===== src/rtl/pwrseq_pkg.sv =====
package pwrseq_pkg;
  typedef enum logic [1:0] {
    ST_CHARGE  = 2'd0,
    ST_WAIT_EN = 2'd1,
    ST_WAIT_OK = 2'd2,
    ST_RUN     = 2'd3
  } seq_state_e;
endpackage


===== src/rtl/pwrseq_slope.sv =====
// Flags a settled bus after SETTLE_N small consecutive steps.
module pwrseq_slope #(
  parameter int W        = 10,
  parameter int DELTA    = 4,
  parameter int SETTLE_N = 8
) (
  input  logic         clk,
  input  logic         rst,
  input  logic         smp_valid,
  input  logic [W-1:0] smp_code,
  input  logic         rearm,
  output logic         settled,
  output logic [W-1:0] settled_code
);
  localparam int CW = $clog2(SETTLE_N + 1);

  logic [W-1:0]  prev;
  logic          have_prev;
  logic [CW-1:0] cnt;
  logic [W-1:0]  diff;

  always_comb begin
    diff = (smp_code >= prev) ? (smp_code - prev) : (prev - smp_code);
  end

  always_ff @(posedge clk) begin
    if (rst) begin
      prev         <= '0;
      have_prev    <= 1'b0;
      cnt          <= '0;
      settled      <= 1'b0;
      settled_code <= '0;
    end else begin
      settled <= 1'b0;
      if (rearm) begin
        cnt <= '0;
      end else if (smp_valid) begin
        prev      <= smp_code;
        have_prev <= 1'b1;
        if (have_prev && (diff < W'(DELTA))) begin
          if (cnt == CW'(SETTLE_N - 1)) begin
            cnt          <= '0;
            settled      <= 1'b1;
            settled_code <= smp_code;
          end else begin
            cnt <= cnt + 1'b1;
          end
        end else begin
          cnt <= '0;
        end
      end
    end
  end
endmodule


===== src/rtl/pwrseq_delay.sv =====
// Millisecond delay: prescaler plus millisecond counter.
module pwrseq_delay #(
  parameter int CLKS_PER_MS = 100000,
  parameter int DELAY_MS    = 50
) (
  input  logic clk,
  input  logic rst,
  input  logic run,
  input  logic restart,
  output logic done
);
  localparam int PW = $clog2(CLKS_PER_MS + 1);
  localparam int MW = $clog2(DELAY_MS + 1);

  logic [PW-1:0] pre;
  logic [MW-1:0] ms;
  logic          pre_wrap;

  always_comb begin
    pre_wrap = (pre == PW'(CLKS_PER_MS - 1));
    done     = run && pre_wrap && (ms == MW'(DELAY_MS - 1));
  end

  always_ff @(posedge clk) begin
    if (rst || restart || !run) begin
      pre <= '0;
      ms  <= '0;
    end else if (pre_wrap) begin
      pre <= '0;
      ms  <= ms + 1'b1;
    end else begin
      pre <= pre + 1'b1;
    end
  end
endmodule


===== src/rtl/pwrseq_top.sv =====
module pwrseq_top
  import pwrseq_pkg::*;
#(
  parameter int W        = 10,
  parameter int CLK_HZ   = 100000000,
  parameter int DELAY_MS = 50,
  parameter int DELTA    = 4,
  parameter int SETTLE_N = 8,
  parameter int DBL_TH   = 200,
  parameter int BYP_TH   = 235,
  parameter int OK_TH    = 205,
  parameter int DIS_TH   = 200
) (
  input  logic         clk,
  input  logic         rst,
  input  logic         smp_valid,
  input  logic [W-1:0] smp_code,
  output logic         strap_on,
  output logic         bypass_on,
  output logic         conv_en,
  output logic         bus_good
);
  localparam int CLKS_PER_MS = (CLK_HZ / 1000 < 1) ? 1 : CLK_HZ / 1000;

  seq_state_e   st, st_n;
  logic         strap_n, bypass_n, conv_n, good_n;
  logic         ok_lvl, ok_lvl_n;
  logic         lo_dis;
  logic         rearm, restart, run, done;
  logic         settled;
  logic [W-1:0] settled_code;

  pwrseq_slope #(.W(W), .DELTA(DELTA), .SETTLE_N(SETTLE_N)) u_slope (
    .clk(clk), .rst(rst), .smp_valid(smp_valid), .smp_code(smp_code),
    .rearm(rearm), .settled(settled), .settled_code(settled_code)
  );

  pwrseq_delay #(.CLKS_PER_MS(CLKS_PER_MS), .DELAY_MS(DELAY_MS)) u_delay (
    .clk(clk), .rst(rst), .run(run), .restart(restart), .done(done)
  );

  always_comb begin
    lo_dis   = smp_valid && (smp_code < W'(DIS_TH));
    ok_lvl_n = smp_valid ? (smp_code >= W'(OK_TH)) : ok_lvl;
    run      = (st == ST_WAIT_EN) || (st == ST_WAIT_OK);
  end

  always_comb begin
    st_n     = st;
    strap_n  = strap_on;
    bypass_n = bypass_on;
    conv_n   = conv_en;
    good_n   = bus_good;
    rearm    = 1'b0;
    if (st != ST_CHARGE && lo_dis) begin
      // disable wins over any timer event in the same cycle
      st_n     = ST_CHARGE;
      strap_n  = 1'b0;
      bypass_n = 1'b0;
      conv_n   = 1'b0;
      good_n   = 1'b0;
      rearm    = 1'b1;
    end else begin
      case (st)
        ST_CHARGE: begin
          if (settled) begin
            if (settled_code > W'(BYP_TH)) begin
              bypass_n = 1'b1;
              st_n     = ST_WAIT_EN;
            end else if (settled_code < W'(DBL_TH) && !strap_on) begin
              strap_n = 1'b1;
            end
          end
        end
        ST_WAIT_EN: begin
          if (done) begin
            conv_n = 1'b1;
            st_n   = ST_WAIT_OK;
          end
        end
        ST_WAIT_OK: begin
          if (done) begin
            good_n = ok_lvl_n;
            st_n   = ST_RUN;
          end
        end
        default: good_n = ok_lvl_n;
      endcase
    end
    restart = (st_n != st);
  end

  always_ff @(posedge clk) begin
    if (rst) begin
      st        <= ST_CHARGE;
      strap_on  <= 1'b0;
      bypass_on <= 1'b0;
      conv_en   <= 1'b0;
      bus_good  <= 1'b0;
      ok_lvl    <= 1'b0;
    end else begin
      st        <= st_n;
      strap_on  <= strap_n;
      bypass_on <= bypass_n;
      conv_en   <= conv_n;
      bus_good  <= good_n;
      ok_lvl    <= ok_lvl_n;
    end
  end
endmodule


===== config.mk =====
export PLATFORM = sky130hd
export DESIGN_NAME = pwrseq_top
export DESIGN_NICKNAME = d
export VERILOG_FILES = /design/src/rtl/pwrseq_pkg.sv /design/src/rtl/pwrseq_slope.sv /design/src/rtl/pwrseq_delay.sv /design/src/rtl/pwrseq_top.sv
export SDC_FILE = /design/constraint.sdc
export NUM_CORES = 1
export LEC_CHECK = 0
export BUFFER_PORTS_ARGS = -buffer_cell sky130_fd_sc_hd__buf_4
export CORE_MARGIN = 4
export CORE_UTILIZATION = 65
export CTS_CLUSTER_SIZE = 20
export DETAILED_ROUTE_END_ITERATION = 7
export PLACE_DENSITY = 0.94
export SLEW_MARGIN = 0
export SYNTH_ARGS = -nofsm -noshare
export SYNTH_HDL_FRONTEND = slang
export SYNTH_HIERARCHICAL = 1
export SYNTH_SLANG_ARGS = --single-unit

===== constraint.sdc =====
create_clock -name clk -period 9.8 [get_ports clk]
set_input_delay 1.96 -clock clk [delete_from_list [all_inputs] [get_ports clk]]
set_output_delay 1.96 -clock clk [all_outputs]
set_load 0.1 [all_outputs]

==> metrics.md <==
| Metric | Value |
|---|---|
| Clk slew on worst S/H paths | `0.11 ns` |
| Grt ovf | `0` |
| Post-Syn Instances | `449` |
| Post-cts sizing count | `0` |
| Final min period | `between 5 and 6 ns` |
| Gr usage total | `0.236` |
| Post-DP HPWL | `around 6000 µm` |
| Iter 0 DRT Violations | `between 200 and 300` |
| Slew Limit Fails | `0` |
| Synth Area per Inst | `8.13 µm²` |
| Worst Hold Class | `reg -> reg` |
| Total area of sequential cells | `0.00108 mm²` |
| Ordered list of cells on the worst path | `buf_4 -> inv_1 -> ha_1 -> and3_1 -> nand2_1 -> a21oi_1 -> o21ai_1 -> a21o_1 -> a211oi_1 -> nand4_1 -> a21oi_1` |
| VDD IR max | `0.0858 mV` |
| Final setup vio count | `0` |
| CTS hold repair buffers | `0` |
| Post-Syn Nets | `between 400 and 500` |
| Commonest cells after routing, fill and taps aside | `dfxtp_1 (54), nand2_1 (41), a21oi_1 (38)` |
| Mapped Area | `0.00365 mm²` |
| Largest net degree at the start of global routing | `25` |
| Die Span X | `between 80 and 90 µm` |
| Most used cell, CP | `a21oi_1` |
| Critical Path AT | `5.25 ns` |
| Status | `finished clean` |
| Commonest non-fill, non-tap cell in the layout | `dfxtp_1` |
| Worst clock skew | `approximately 0.02 ns` |
| Vias post-DR | `around 3400` |
| Antenna diodes | `0` |
| TritonCTS buffer count | `5` |
| Post-Place Worst Slack | `~4.7 ns` |
| Detail Route Antenna Nets | `0` |
| Vias in the first global route | `3187` |
| Crit end category | `register` |
| Via density | `6.46` |
| Max Clk Rate | `199 MHz` |
| First-pass GRT wire length | `14000 µm` |
| Final Hold Fails | `0` |
| DR WL/cell | `15.8 µm` |
| Core ar. | `0.00547 mm²` |
| Slowest stage cell, crit path | `a211oi_1` |
| Clock latency on the worst-skew pair | `0.32 ns` |
| Crit-path max cell delay | `roughly 1 ns` |
| Final #Nets | `490` |
| Fin Setup TNS | `0 ns` |
| Crit-path leading delay family | `compound AO/OA/AOI/OAI gates` |
| Area grow syn2layout | `5.28%` |
| Share of cells above drive strength 1 | `0.104` |
| First-pass detailed-route iteration total | `6` |
| Root Driver | `clkbuf_8` |
| Startpoint types | `input port` |
| Worst Path Buf+Inv | `2` |
| Crit path max fanout | `11` |
| Starting Density | `0.667` |
| Setup bufs post-CTS | `0` |
| Crit path kind | `in -> reg` |
| Final wirelength | `8270 µm` |
| Synthesis Warnings | `6` |
| Drc violations | `0` |
| PnR worst setup slack | `roughly 4.8 ns` |
| Power Dens Cells | `approximately 130 mW/mm²` |
| Leakage power | `1.36 nW` |
| RD Place Congestion | `0.922` |
| I/O Buffers | `16` |
| WHS | `roughly 0.47 ns` |
| MaxCap Viol Count | `0` |
| Fill cells | `roughly 440` |
| Initial antenna violation count | `0` |
| I/O pin cnt | `17` |
| CTS Buffer Depth | `2` |
| Die area | `0.00688 mm²` |
| Worst endpoint required time | `10.04 ns` |
| Max-slew headroom | `0.127` |
| CTS sink count | `54` |
| RSZ-0062 raised after global routing | `false` |
| Row count | `27` |
| Final period util | `0.512` |
| H-Tree Depth | `2` |
| Clock tree from TritonCTS | `done` |
| Area of the multi-input gates | `0.00231 mm²` |
| Pin slew with the least headroom to its limit | `about 1.3 ns` |
| Die Ht | `82.9 µm` |
## report_power, final
group          total (mW)  switching (mW)  leakage, nW  internal [mW]
clock               0.156          0.0783       0.0563         0.0779
sequential          0.226         0.00320        0.437          0.223
combinational      0.0993          0.0644        0.865         0.0349
## through the flow
step	std cells	cell area [µm²]	total power, mW	util
floorplan	449	3650	0.308	-
detailed placement	515	3730	0.328	0.681
global placement	515	3730	0.325	0.681
global route	523	3840	0.502	0.702
CTS	523	3840	0.482	0.702
finish	523	3840	0.482	0.702
## layout make-up
type / count / area share
multi-input cells: 340 / 0.601
flip-flops and latches: 54 / 0.281
inverters: 33 / 0.0322
repair buffers: 16 / 0.0312
well taps: 72 / 0.0234
clock buffers: 5 / 0.0179
clock inverters: 3 / 0.0127
## routing by layer
metal  wire [µm]  part of all wire  GRT usage
met5           0                 0          0
met4         184             0.022     0.0981
met3         460             0.056     0.0407
met2        4150              0.50      0.409
met1        3480              0.42      0.287
## worst reg2reg max path, cell delays in order, from the launching register on
cell and delay [ns]:
dfxtp_1 0.37, or4b_1 0.53, or3_4 0.41, nor3_1 0.51, nor2b_1 0.09, o21ai_0 0.17, o2111ai_1 0.19, mux2i_1 0.20
o211ai_1 0.11, nor2_1 0.12, nand2_1 0.21, o21bai_1 0.50, a21oi_1 0.26
## sequential cells by signal (all words and copies together), names as in the netlist
register and cells:
bus_good 1, bypass_on 1, conv_en 1, ok_lvl 1
st 2, strap_on 1, u_delay/ms 6, u_delay/pre 17
u_slope/cnt 4, u_slope/have_prev 1, u_slope/prev 10, u_slope/settled 1
u_slope/settled_code 8
## path summary, 6_finish.rpt
kind                                 startpoint                       to  slack, ns  depth (start not counted)
worst max register to register   u_delay/pre[5]          u_delay/pre[15]       6.07                         12
worst min-delay path            u_slope/prev[9]          u_slope/prev[9]       0.47                          2
worst min register to register  u_slope/prev[9]          u_slope/prev[9]       0.47                          2
worst max-delay path                smp_code[4]  u_slope/settled_code[6]       4.79                         11
Power figures use the tool's default switching activity.
